### src/rtl/nxti_pkg.sv
package nxti_pkg;
  localparam int MIE_POS = 3;
  localparam int SIE_POS = 1;
  localparam int CMP_LSB = 16;
  localparam logic [1:0] PRIV_MACHINE = 2'b11;

  typedef struct packed {
    logic enWrite;   // apply enable update this edge
    logic setForm;   // OR when 1, AND-NOT when 0
    logic commit;    // load level and cause this edge
    logic avail;     // a qualifying interrupt is present
  } nxtiStrobe_t;
endpackage

### src/rtl/nxti_ctrl.sv
module nxti_ctrl
  import nxti_pkg::*;
#(
  parameter int LVL_W = 8,
  parameter int XLEN  = 32,
  parameter int IMM_W = 5
) (
  input  logic              clk,
  input  logic              rstN,
  input  logic              accValid,
  input  logic              accSet,
  input  logic              accImm,
  input  logic [IMM_W-1:0]  immVal,
  input  logic [XLEN-1:0]   srcVal,
  input  logic              srcIsZeroReg,
  input  logic [1:0]        pendPriv,
  input  logic [LVL_W-1:0]  pendLevel,
  input  logic [LVL_W-1:0]  prevLevel,
  input  logic [LVL_W-1:0]  levelThresh,
  input  logic              vecMode,
  output nxtiStrobe_t       strobes,
  output logic              mieOp,
  output logic              sieOp
);
  localparam int CMP_MSB = CMP_LSB + LVL_W - 1;

  logic [XLEN-1:0]  opBits;
  logic [LVL_W-1:0] cmpLevel;
  logic             beatsCmp;
  logic             beatsThresh;
  logic             isMachine;
  logic             sideOk;
  logic             availNow;

  always_comb begin
    opBits    = accImm ? XLEN'(immVal) : srcVal;
    mieOp     = opBits[MIE_POS];
    sieOp     = opBits[SIE_POS];
    cmpLevel  = accImm ? prevLevel : srcVal[CMP_MSB:CMP_LSB];
    beatsCmp    = pendLevel > cmpLevel;
    beatsThresh = pendLevel > levelThresh;
    isMachine   = pendPriv == PRIV_MACHINE;
    availNow    = vecMode && isMachine && beatsCmp && beatsThresh;
    sideOk      = accImm ? (immVal != '0) : !srcIsZeroReg;

    strobes.avail   = availNow;
    strobes.setForm = accSet;
    strobes.enWrite = accValid && (accImm || !srcIsZeroReg);
    strobes.commit  = accValid && availNow && sideOk;
  end

  // Commits only ever follow a machine-level interrupt above threshold
  p_commit_machine_r4: assert property (@(posedge clk) disable iff (!rstN)
    strobes.commit |-> (pendPriv == PRIV_MACHINE) && (pendLevel > levelThresh) && vecMode);

  // x0 register source never produces a write strobe
  p_x0_no_write_r8: assert property (@(posedge clk) disable iff (!rstN)
    (!accImm && srcIsZeroReg) |-> !strobes.enWrite && !strobes.commit);
endmodule

### src/rtl/nxti_dp.sv
module nxti_dp
  import nxti_pkg::*;
#(
  parameter int LVL_W = 8,
  parameter int ID_W  = 12,
  parameter int XLEN  = 32
) (
  input  logic              clk,
  input  logic              rstN,
  input  nxtiStrobe_t       strobes,
  input  logic              mieOp,
  input  logic              sieOp,
  input  logic [LVL_W-1:0]  pendLevel,
  input  logic [ID_W-1:0]   pendId,
  input  logic [XLEN-1:0]   tableBase,
  output logic [XLEN-1:0]   rdData,
  output logic              mieBit,
  output logic              sieBit,
  output logic [LVL_W-1:0]  curLevel,
  output logic [ID_W-1:0]   causeCode
);
  localparam int ENTRY_BYTES = XLEN / 8;
  localparam int ENTRY_SHIFT = $clog2(ENTRY_BYTES);

  logic mieNext;
  logic sieNext;
  logic [XLEN-1:0] entryOffset;

  generate
    if (ENTRY_SHIFT == 0) begin : g_noShift
      assign entryOffset = XLEN'(pendId);
    end else begin : g_shift
      assign entryOffset = {XLEN'(pendId)} << ENTRY_SHIFT;
    end
  endgenerate

  always_comb begin
    if (strobes.setForm) begin
      mieNext = mieBit | mieOp;
      sieNext = sieBit | sieOp;
    end else begin
      mieNext = mieBit & ~mieOp;
      sieNext = sieBit & ~sieOp;
    end
    rdData = strobes.avail ? (tableBase + entryOffset) : '0;
  end

  always_ff @(posedge clk or negedge rstN) begin
    if (!rstN) begin
      mieBit <= 1'b0;
      sieBit <= 1'b0;
    end else if (strobes.enWrite) begin
      mieBit <= mieNext;
      sieBit <= sieNext;
    end
  end

  always_ff @(posedge clk or negedge rstN) begin
    if (!rstN) begin
      curLevel  <= '0;
      causeCode <= '0;
    end else if (strobes.commit) begin
      curLevel  <= pendLevel;
      causeCode <= pendId;
    end
  end

  p_commit_loads_r6: assert property (@(posedge clk) disable iff (!rstN)
    strobes.commit |=> (curLevel == $past(pendLevel)) && (causeCode == $past(pendId)));

  p_no_strobe_hold_r9: assert property (@(posedge clk) disable iff (!rstN)
    (!strobes.enWrite && !strobes.commit) |=>
      $stable(mieBit) && $stable(sieBit) && $stable(curLevel) && $stable(causeCode));

  p_zero_unless_avail_r7: assert property (@(posedge clk) disable iff (!rstN)
    !strobes.avail |-> rdData == '0);
endmodule

### src/rtl/nxti_access_unit.sv
module nxti_access_unit
  import nxti_pkg::*;
#(
  parameter int LVL_W = 8,
  parameter int ID_W  = 12,
  parameter int XLEN  = 32,
  parameter int IMM_W = 5
) (
  input  logic              clk,
  input  logic              rstN,
  input  logic              accValid,
  input  logic              accSet,
  input  logic              accImm,
  input  logic [IMM_W-1:0]  immVal,
  input  logic [XLEN-1:0]   srcVal,
  input  logic              srcIsZeroReg,
  input  logic [1:0]        pendPriv,
  input  logic [LVL_W-1:0]  pendLevel,
  input  logic [ID_W-1:0]   pendId,
  input  logic [LVL_W-1:0]  prevLevel,
  input  logic [LVL_W-1:0]  levelThresh,
  input  logic              vecMode,
  input  logic [XLEN-1:0]   tableBase,
  output logic [XLEN-1:0]   rdData,
  output logic              mieBit,
  output logic              sieBit,
  output logic [LVL_W-1:0]  curLevel,
  output logic [ID_W-1:0]   causeCode
);
  nxtiStrobe_t strobes;
  logic        mieOp;
  logic        sieOp;

  nxti_ctrl #(.LVL_W(LVL_W), .XLEN(XLEN), .IMM_W(IMM_W)) u_ctrl (
    .clk(clk), .rstN(rstN), .accValid(accValid), .accSet(accSet), .accImm(accImm),
    .immVal(immVal), .srcVal(srcVal), .srcIsZeroReg(srcIsZeroReg),
    .pendPriv(pendPriv), .pendLevel(pendLevel), .prevLevel(prevLevel),
    .levelThresh(levelThresh), .vecMode(vecMode),
    .strobes(strobes), .mieOp(mieOp), .sieOp(sieOp)
  );

  nxti_dp #(.LVL_W(LVL_W), .ID_W(ID_W), .XLEN(XLEN)) u_dp (
    .clk(clk), .rstN(rstN), .strobes(strobes), .mieOp(mieOp), .sieOp(sieOp),
    .pendLevel(pendLevel), .pendId(pendId), .tableBase(tableBase),
    .rdData(rdData), .mieBit(mieBit), .sieBit(sieBit),
    .curLevel(curLevel), .causeCode(causeCode)
  );

  p_x0_read_frozen_r8: assert property (@(posedge clk) disable iff (!rstN)
    (accValid && !accImm && srcIsZeroReg) |=>
      $stable(mieBit) && $stable(sieBit) && $stable(curLevel) && $stable(causeCode));

  p_flat_mode_zero_r7: assert property (@(posedge clk) disable iff (!rstN)
    !vecMode |-> rdData == '0);

  p_flat_mode_no_commit_r7: assert property (@(posedge clk) disable iff (!rstN)
    (accValid && !vecMode) |=> $stable(curLevel) && $stable(causeCode));
endmodule

### config.mk
export PLATFORM = sky130hd
export DESIGN_NAME = nxti_access_unit
export DESIGN_NICKNAME = d
export VERILOG_FILES = /design/src/rtl/nxti_pkg.sv /design/src/rtl/nxti_ctrl.sv /design/src/rtl/nxti_dp.sv /design/src/rtl/nxti_access_unit.sv
export SDC_FILE = /design/constraint.sdc
export NUM_CORES = 1
export LEC_CHECK = 0
export BUFFER_PORTS_ARGS = -buffer_cell sky130_fd_sc_hd__buf_4
export CORE_ASPECT_RATIO = 0.7
export CORE_MARGIN = 5
export CORE_UTILIZATION = 45
export CTS_CLUSTER_DIAMETER = 80
export DETAILED_ROUTE_END_ITERATION = 12
export PLACE_DENSITY = 0.85
export SLEW_MARGIN = 20
export SYNTH_ARGS = -nofsm -noshare
export SYNTH_HDL_FRONTEND = slang
export SYNTH_SLANG_ARGS = --single-unit
### constraint.sdc
create_clock -name clk -period 5.3 [get_ports clk]
set_clock_uncertainty 0.15 [all_clocks]
set_input_delay 0.265 -clock clk [delete_from_list [all_inputs] [get_ports clk]]
set_output_delay 0.265 -clock clk [all_outputs]
set_load 0.03 [all_outputs]
# ---- Yosys cells after proc, flatten, opt, wreduce, memory -nomap -nowiden
# Index checks and enable logic that the tools add are counted.
dict set report word_totals {
  output_inout_bits 54
  regBits 22
  inputBits 114
  word_cells 29
}
dict set report classes {
  reduce_logical 9
  n_addsub 1
  n_eq_ne 1
  n_lt_le_gt_ge 2
  bitwise_logic 6
  muxes 6
}
# op n
set op_table {}
lappend op_table {{32-bit by 14-bit adder with 32-bit output} 1}
lappend op_table {{32-bit 2-to-1 mux} 1}
lappend op_table {{8-bit > comparator} 2}
lappend op_table {{8-bit 2-to-1 mux} 1}
lappend op_table {{1-bit logical AND} 6}
lappend op_table {{5-bit nonzero test} 1}
lappend op_table {{4-bit 2-to-1 mux} 1}
lappend op_table {{1-bit 2-to-1 mux} 3}
lappend op_table {{1-bit AND} 2}
lappend op_table {{2-bit == test, second input constant} 1}
lappend op_table {{1-bit NOT} 2}
lappend op_table {{1-bit bitwise OR} 2}
lappend op_table {{1-bit zero test} 1}
lappend op_table {{1-bit logical OR} 1}

# ---- Depth between registers and ports, before layout
# Gate-level depths: netlist of run 1.
dict set report depth {
  word_depth 6
  ltp_mapped 10
  depth_no_buf 9
}

# ---- Cells and area by module
# A second synthesis of run 1 with hierarchy kept.
dict set report unflattened {
  hier_cells 296
  hier_area_um2 2518.7
}
# module cells_per_inst area_per_inst_um2 n_inst
set modules_own_cells {}
lappend modules_own_cells {nxti_dp 229 1974.4 1}
lappend modules_own_cells {nxti_ctrl 67 544.3 1}

# ---- Worst setup path before layout of run 1
# Ideal clock, no wire load.
dict set report synth_timing {
  kind {input to output}
  start {input accImm}
  end {output rdData[7]}
  setup_slack_ns 2.276
  required_time_ns 4.885
  path_stages 9
  t_arrival_ns 2.609
  cell_sequence {buf_2 > mux2_2 > ha_1 > nor2b_1 > o211ai_1 > a21o_1 > a211oi_2 > nand2_1 > nor3b_1}
}
dict set report synth_via {
  elab_chain_len 5
}
# item line
set synth_lines {}
lappend synth_lines {{start: declaration} nxti_access_unit.sv:13} ;# input logic accImm,
lappend synth_lines {{8-bit 2-to-1 mux} nxti_ctrl.sv:39} ;# cmpLevel = accImm ? prevLevel : srcVal[CMP_MSB:CMP_LSB];
lappend synth_lines {{8-bit > comparator} nxti_ctrl.sv:40} ;# beatsCmp = pendLevel > cmpLevel;
lappend synth_lines {{1-bit logical AND (2 in a row)} nxti_ctrl.sv:43} ;# availNow = vecMode && isMachine && beatsCmp && beatsThresh;
lappend synth_lines {{32-bit 2-to-1 mux} nxti_dp.sv:45} ;# rdData = strobes.avail ? (tableBase + entryOffset) : '0;
lappend synth_lines {{end: declaration} nxti_access_unit.sv:24} ;# output logic [XLEN-1:0] rdData,
# Every way passes these cells.

# ---- Worst setup path in the final report of run 1
dict set report layout_timing {
  start {input accImm}
  end {output rdData[19]}
}
# Same word-level chain as after synthesis.

==> impl_metrics.tcl, run 1 <==
set metrics [dict create \
    status "finished, final reports clean" \
    place.gp.congestion 0.851 \
    whs_path_depth 2 \
    clockBufferDepth 2 \
    ir_drop_mv 0.192 \
    min_from "accSet" \
    fin_ws_ps 1910 \
    drt_drc_violations_left 0 \
    grt_pass1_vias 2561 \
    synth.top_cell.area_share_pct 22.9 \
    clk_pin_slew_ps 80 \
    syn_nets 420 \
    path_max_fanout 27 \
    yosysTopAreaCell "dfrtp_1" \
    place_area_mm2 0.00355 \
    finalSetupViolCount 0 \
    dr.pass1.iters 4 \
    viasPerCell 5.27 \
    ys_warn_count 0 \
    ff2ff_path_depth 1 \
    finalSetupTns_ps 0 \
    cts_tree "built" \
    routed-wl-met2_um 3640 \
    r2r_start "u_dp.causeCode[2]" \
    initial_core_util_pct 46.2 \
    ant_nets 0 \
    gr-total-overflow 0 \
    post_cts_resized 0 \
    num_vias 2592 \
    ys_seq_elements 22 \
    rr_endpoint "u_dp.causeCode[2]" \
    std_cell_rows 22 \
    pre_cts_ws_ps 1930 \
    synth-edff-count 0 \
    pin_count 168 \
    die_y_um 71.1 \
    layout_commonest_cell "buf_4" \
    worstPathRequired_ps 4890 \
    diodes 0 \
    io_buffers 145 \
    start_kind "input pin" \
    worst-slew-pin-transition_ps 960 \
    min_period_ps 3390 \
    r2r_setup_slack_ps 4380 \
    synthArstFlopShare_pct 100 \
    drive_above_1_share_pct 43.3 \
    syn2layout_area_growth_pct 50.3 \
    fmax_mhz 295 \
    cts-root-buf "clkbuf_8" \
    m1WireLength_um 3250 \
    hold_viol_final 0 \
    track_usage_pct 20.5 \
    cp-startpoint "accImm" \
    yosysSeqAreaShare_pct 22.9 \
    path_class "in -> out" \
    rsz0062_at_grt "no" \
    die_area_mm2 0.00692 \
    cts_buffers 3 \
    antenna_found_initial 0 \
    wl_um 7450 \
    synth_ff_type "dfrtp_1" \
    final_area_mm2 0.00361 \
    dieWidth_um 97.3 \
    dp_hpwl_um 6360 \
    wl_per_cell_um 15.1 \
    final_nets 564 \
    postCtsSetupRepairBufs 0 \
    grt_pass1_wl_um 11900 \
    fill_cells 442 \
    final_util_pct 69.4 \
    wl_met3_um 531 \
    hold_class "in -> reg" \
    cts_hold_buf 1 \
    cts.htree.levels 1 \
    synthTopCellsByArea "dfrtp_1 23%, ha_1 15%, mux2_2 11%, a21oi_1 5.4%, xor2_1 4.4%" \
    power_density_mw_per_mm2 194 \
    coreArea_mm2 0.00520 \
    arrival_ps 2980 \
    syn_inst 277 \
    drt_iter0_markers 106 \
    drv_slew 0 \
    syn_avg_cell_area_um2 8.67 \
    yosysUniqueCellTypes 47 \
    final_min_period_over_clock_period_pct 64.0 \
    cts.sinks 22 \
    syn-cell-area_mm2 0.00240 \
    relSlewSlack_pct 35.8 \
    insertion_delay_ps 260 \
    max_cap_viol_count 0 \
    p_leak_nw 1.92 \
    final_cell_mix "145 x buf_4, 28 x ha_1, 26 x a21oi_1, 23 x mux2_2" \
    end_kind "output pin" \
    grt_max_degree 28 \
    top_layer "met4" \
]
-- sequential cells by signal, indices dropped and copies added (netlist names), named ones only --
register / count
u_dp.causeCode: 12
u_dp.curLevel: 8
-- cell usage after synthesis, types with 10 or more instances --
library cell	number
a21oi_1	26
and3_1	10
dfrtp_1	22
ha_1	28
inv_1	17
mux2_2	23
mux2i_1	10
nand2_1	11
nor2_1	22
o21ai_0	15
xor2_1	12
-- stage by stage --
stage | hold WS [ps] | std cells | total power [W]
floorplan | -181 | 277 | 0.000430
global placement | 18.5 | 487 | 0.000577
detailed placement | 21.8 | 487 | 0.000586
CTS | 87.8 | 492 | 0.000708
global route | 93.5 | 492 | 0.000748
finish | 94.9 | 492 | 0.000702
-- cell families (layout without fill, tap and decap cells) --
logic type | count (synthesis) | in the layout | share of synthesized area, %
simple gates | 85 | 85 | 19.3
flops | 22 | 22 | 22.9
compound gates | 70 | 70 | 18.2
mux | 33 | 33 | 14.9
xor+xnor | 14 | 14 | 5.10
buf+inv | 24 | 167 | 4.11
fa+ha+maj | 29 | 29 | 15.4
-- worst max-delay path by stage --
stage,end
detailed placement,u_dp.causeCode[2]
finish,rdData[19]
global placement,u_dp.curLevel[2]
CTS,rdData[19]
floorplan,rdData[7]
global route,rdData[7]
-- critical path, stage by stage --
cell      delay [ps]
buf_4            200
mux2_2           370
ha_1             170
nor2b_1          110
o211ai_1         110
a21o_1           180
a211oi_2         350
nand2_1          610
a21oi_1          380
buf_4            220
-- per-layer routing --
| metal | up-vias | track usage, % |
|---|---|---|
| met5 | - | 0 |
| met4 | 0 | 1.54 |
| met3 | 4 | 6.40 |
| met2 | 73 | 35.2 |
| met1 | 1205 | 26.8 |
| li1 | 1310 | - |
-- layout make-up --
class	count	area, µm²	area share, %
sequential	22	551	15.2
multi-input combinational	231	1750	48.5
clock buffer	4	55.1	1.52
timing repair buffer	146	1100	30.4
tap	72	90.1	2.49
inverter	17	63.8	1.77
-- power by group --
group | switching [W] | internal [W]
logic | 0.000197 | 0.000167
clock network | 0.0000532 | 0.0000662
registers | 0.0000166 | 0.000202
No activity file was read; power rests on OpenSTA's default activity.
==> inputs of run 2 (changes only) <==
--- a/config.mk
+++ b/config.mk
@@ -8,10 +8,10 @@
 export BUFFER_PORTS_ARGS = -buffer_cell sky130_fd_sc_hd__buf_4
 export CORE_ASPECT_RATIO = 0.7
 export CORE_MARGIN = 5
-export CORE_UTILIZATION = 45
+export CORE_UTILIZATION = 38
 export CTS_CLUSTER_DIAMETER = 80
 export DETAILED_ROUTE_END_ITERATION = 12
-export PLACE_DENSITY = 0.85
+export PLACE_DENSITY = 0.76
 export SLEW_MARGIN = 20
 export SYNTH_ARGS = -nofsm -noshare
 export SYNTH_HDL_FRONTEND = slang
==> constraint.sdc (replaced) <==
create_clock -name clk -period 2.75 [get_ports clk]
set_clock_uncertainty 0.15 [all_clocks]
set_input_delay 0.1375 -clock clk [delete_from_list [all_inputs] [get_ports clk]]
set_output_delay 0.1375 -clock clk [all_outputs]
set_load 0.03 [all_outputs]
==> run 2 against run 1 <==
Effect of this change:
- setup slack worse by 1800 ps
- wire length is 16% higher
- hold slack better by 43 ps
- final cell count is 7.7% higher
- flip-flop and latch count stayed put
- via count is 8.2% higher
- combinational power is 110% higher
- highest routed layer unchanged
==> impl_metrics.tcl, run 2 (synthesis results as in run 1) <==
set metrics [dict create \
    start_kind "input pin" \
    path_max_fanout 7 \
    wl_met3_um 402 \
    register_area_um2 551 \
    final_min_period_over_clock_period_pct 97.3 \
    top_layer "met4" \
    min_period_ps 2680 \
    path_class "in -> out" \
    pre_cts_ws_ps 138 \
    routed-wl-met2_um 4320 \
    clockBufferDepth 2 \
    cts-root-buf "clkbuf_8" \
    fill_cells 530 \
    track_usage_pct 19.3 \
    wl_um 8660 \
    layout_commonest_cell "buf_4" \
    cts.htree.levels 1 \
    multi_input_area_mm2 0.00182 \
    grt_pass1_vias 2691 \
    critical_path.slowest_cell "dlygate4sd3_1" \
    fin_ws_ps 73.0 \
    dr.pass1.iters 4 \
    slowest_delay_ps 560 \
    diodes 0 \
    antenna_found_initial 0 \
    gr-total-overflow 0 \
    worstPathRequired_ps 2460 \
    grt_max_degree 28 \
    relSlewSlack_pct 67.1 \
    io_buffers 145 \
    dp_hpwl_um 6920 \
    finalSetupViolCount 0 \
    std_cell_rows 24 \
    holdWs_ps 138 \
    p_leak_nw 2.10 \
    drv_slew 0 \
    cts_buffers 3 \
    clk_pin_slew_ps 80 \
    pin_count 168 \
    m1WireLength_um 3890 \
    hold_class "in -> reg" \
    initial_core_util_pct 38.8 \
    dp.cells 500 \
    cts_tree "built" \
    wl_per_cell_um 16.3 \
    crit_chain "dlygate4sd3_1 -> buf_6 -> ha_4 -> nand4_1 -> o2111ai_2 -> a211oi_4 -> nand2_4 -> clkbuf_16 -> a21oi_1 -> buf_4" \
    largest_reg_flops 12 \
    final_nets 596 \
    power_density_mw_per_mm2 351 \
    drt_drc_violations_left 0 \
    drive_above_1_share_pct 44.7 \
    syn2layout_area_growth_pct 67.9 \
    worst-slew-pin-transition_ps 490 \
    final_cell_mix "151 x buf_4, 26 x ha_1, 24 x a21oi_1, 23 x mux2_2" \
    arrival_ps 2390 \
    place.gp.congestion 0.782 \
    status "finished, final reports clean" \
    grt_pass1_wl_um 13100 \
    regMostFlops "u_dp.causeCode" \
    end_kind "output pin" \
    reg.largest.list "u_dp.causeCode: 12 flops, u_dp.curLevel: 8 flops" \
    dieWidth_um 105 \
    num_vias 2804 \
    insertion_delay_ps 260 \
    max_cap_viol_count 0 \
    die_y_um 76.5 \
    coreArea_mm2 0.00619 \
    ant_nets 0 \
    drt_iter0_markers 114 \
    cts.sinks 22 \
    fin_cells 530 \
    finalSetupTns_ps 0 \
    viasPerCell 5.29 \
    die_area_mm2 0.00804 \
    hold_viol_final 0 \
    fmax_mhz 374 \
    ir_drop_mv 0.292 \
]
==> run 2: cell type report <==
type	instances	area share (%)
Inverter	17	1.58
Clock buffer	4	1.37
Tap cell	78	2.42
Timing Repair Buffer	178	35.9
Multi-Input combinational cell	231	45.1
Sequential cell	22	13.7
==> run 2: power by group <==
part           switching (W)  total, W  leakage (nW)  internal, W
clock               0.000104  0.000232        0.0288     0.000128
combinational       0.000402  0.000759          1.78     0.000357
sequential         0.0000345  0.000424         0.289     0.000390
==> run 2: through the flow <==
step | cell area, µm² | power, W | utilization, %
after CTS | 3900 | 0.00141 | 63.0
after floorplan | 2410 | 0.000829 | -
after detailed placement | 3620 | 0.00115 | 58.6
final | 4030 | 0.00141 | 65.2
after global routing | 4030 | 0.00151 | 65.2
after global placement | 3620 | 0.00113 | 58.6
==> run 2: repair_timing <==
item / 4_1_cts / 5_1_grt
endpoints found under the hold margin: 44 / 0
gates resized for setup: 0 / 11
hold buffers: 22 / 0
buffers inserted: 0 / 1
endpoints found under the setup margin: 0 / 25
==> run 2: metal layers <==
| layer | global-route usage [%] | vias to the layer above |
|---|---|---|
| li1 | - | 1373 |
| met1 | 25.8 | 1361 |
| met2 | 33.5 | 64 |
| met3 | 3.56 | 6 |
| met4 | 1.92 | 0 |
| met5 | 0 | - |
==> run 2: final timing paths <==
path | end | startpoint | cells after the start | slack (ps)
worst min register to register | u_dp.causeCode[7] | u_dp.causeCode[7] | 1 | 360
worst max register to register | u_dp.causeCode[11] | u_dp.causeCode[11] | 1 | 1830
worst max-delay path | rdData[31] | pendLevel[2] | 10 | 70
min in group asynchronous | u_dp.curLevel[6] | rstN | 2 | 160
worst min-delay path | register | srcVal[1] | 4 | 140
max in group asynchronous | u_dp.causeCode[5] | rstN | 2 | 2060
==> run 2: worst max-delay path: cells and delay by family <==
| family | cells | cell delay, ps |
|---|---|---|
| compound gates | 3 | 670 |
| fa+ha+maj | 1 | 230 |
| buf+inv | 4 | 1070 |
| simple gates | 2 | 280 |
==> inputs of run 3 (changes only) <==
--- a/config.mk
+++ b/config.mk
@@ -11,6 +11,7 @@
 export CORE_UTILIZATION = 38
 export CTS_CLUSTER_DIAMETER = 80
 export DETAILED_ROUTE_END_ITERATION = 12
+export GPL_TIMING_DRIVEN = 0
 export PLACE_DENSITY = 0.76
 export SLEW_MARGIN = 20
 export SYNTH_ARGS = -nofsm -noshare
==> run 3 against run 2 <==
Effect of this change:
- wire length decreased by 6.9%
- clock-buffer cell count down 1
- global-route usage is 0.38 points lower
- die area did not move
- combinational power decreased by 2%
- maximum frequency increased by 3.6%
- critical path depth is 1 higher
- setup slack better by 94 ps
- clock power decreased by 19%
- first-iteration DRC count down 7.0%
- largest power group unchanged
==> impl_metrics.tcl, run 3 (synthesis results as in run 1) <==
set metrics [dict create \
    cts.htree.levels 1 \
    crit_end "rdData[29]" \
    viasPerCell 5.19 \
    fmax_mhz 387 \
    place_area_mm2 0.00359 \
    finalSetupTns_ps 0 \
    regMostFlops "u_dp.causeCode" \
    status "finished, final reports clean" \
    worst-slew-pin-transition_ps 706 \
    clockBufferDepth 2 \
    start_kind "input pin" \
    initial_core_util_pct 38.8 \
    final_nets 594 \
    hold_class "in -> reg" \
    dieWidth_um 105 \
    grt_max_degree 23 \
    final_util_pct 63.2 \
    cts_tree "built" \
    die_area_mm2 0.00804 \
    reg.largest.list "u_dp.causeCode: 12 flops, u_dp.curLevel: 8 flops" \
    arrival_ps 2300 \
    ir_drop_mv 0.322 \
    drive_above_1_share_pct 43.2 \
    r2r_start "u_dp.causeCode[4]" \
    wl_per_cell_um 15.3 \
    rr_endpoint "u_dp.causeCode[4]" \
    largest_reg_flops 12 \
    final_area_mm2 0.00391 \
    grt_pass1_wl_um 12900 \
    finalSetupViolCount 0 \
    hold_viol_final 0 \
    die_y_um 76.5 \
    diodes 0 \
    coreArea_mm2 0.00619 \
    cts_buffers 3 \
    cts-root-buf "clkbuf_8" \
    insertion_delay_ps 250 \
    finalPower_w 0.00136 \
    p_leak_nw 2.05 \
    cts.sinks 22 \
    layout_commonest_cell "buf_4" \
    syn2layout_area_growth_pct 62.8 \
    end_kind "output pin" \
    gr-total-overflow 0 \
    ant_nets 0 \
    dp_hpwl_um 6820 \
    min_period_ps 2580 \
    wl_um 8060 \
    antenna_found_initial 0 \
    power_density_mw_per_mm2 347 \
    r2r_setup_slack_ps 1830 \
    track_usage_pct 19.0 \
    ff2ff_path_depth 1 \
    grt_pass1_vias 2731 \
    final_cell_mix "148 x buf_4, 28 x ha_1, 26 x a21oi_1, 23 x mux2_2" \
    io_buffers 145 \
    clk_pin_slew_ps 70 \
    pin_count 168 \
    path_max_fanout 12 \
    dr.pass1.iters 4 \
    num_vias 2733 \
    path_class "in -> out" \
    place.gp.congestion 0.831 \
    worstPathRequired_ps 2460 \
    cp-startpoint "accImm" \
    final_min_period_over_clock_period_pct 93.9 \
    relSlewSlack_pct 52.6 \
    drt_drc_violations_left 0 \
    drt_iter0_markers 106 \
    max_cap_viol_count 0 \
    drv_slew 0 \
    std_cell_rows 24 \
]
[run 3: cell types whose count changed in the layout (fill, tap and decap cells not counted), moves of 2 or more]
cell / change
a21oi_2: -4
buf_2: +3
buf_4: -3
a21oi_1: +2
a21oi_4: +2
clkbuf_16: -2
clkbuf_2: +2
ha_1: +2
ha_4: -2
[run 3: layer usage]
layer  part of all wire (%)  wire length, µm  GRT usage [%]
met4                   0.46               37           1.28
met1                     45             3650           24.8
met2                     49             3950           33.5
met3                    5.3              427           3.81
met5                      0                0              0
[run 3: worst min path at each step]
stage	endpoint	slack, ps	cells after the start	start
after detailed placement	u_dp.causeCode[0]	-110	1	rstN
after global placement	u_dp.curLevel[4]	-110	1	rstN
after global routing	u_dp.curLevel[5]	1	2	pendLevel[5]
after CTS	u_dp.curLevel[5]	4	2	pendLevel[5]
after floorplan	asynchronous set/reset pin	-310	0	rstN
final	u_dp.curLevel[5]	10	2	pendLevel[5]
[run 3: cell type report]
class | instances | area (µm²)
fillers | 539 | 2270
multi-input cells | 231 | 1790
repair buffers | 170 | 1330
flip-flops and latches | 22 | 551
well taps | 78 | 97.6
inverters | 17 | 63.8
clock buffers | 3 | 41.3
plain buffers | 6 | 32.5
[run 3: repair_timing]
item | 4_1_cts | 5_1_grt
pin swaps | 0 | 3
hold endpoints to repair | 43 | 0
resized for setup | 2 | 6
setup endpoints to repair | 27 | 25
hold buffers | 21 | 0
buffers inserted | 0 | 4
[run 3: power breakdown]
part | switching [W] | internal, W | leakage, nW
clock | 0.0000899 | 0.0000973 | 0.0216
combinational | 0.000397 | 0.000350 | 1.74
sequential | 0.0000343 | 0.000390 | 0.289
[run 3: per-stage QoR]
step           cells  worst slack [ps]  hold slack (ps)
2_1_floorplan    277             0.664             -308
3_3_place_gp     500              -250             -106
3_5_place_dp     500              -283             -107
4_1_cts          523              22.2             3.84
5_1_grt          527            -0.207             1.44
6_report         527               167             14.7
[run 3: critical path, cell delays in order]
cell      delay, ps
buf_6           150
mux2_2          360
ha_1            180
nor2b_1         100
o211ai_1        100
a21o_1          200
a211oi_4        380
nand2_4         150
clkbuf_4        210
a21oi_1         150
buf_4           180
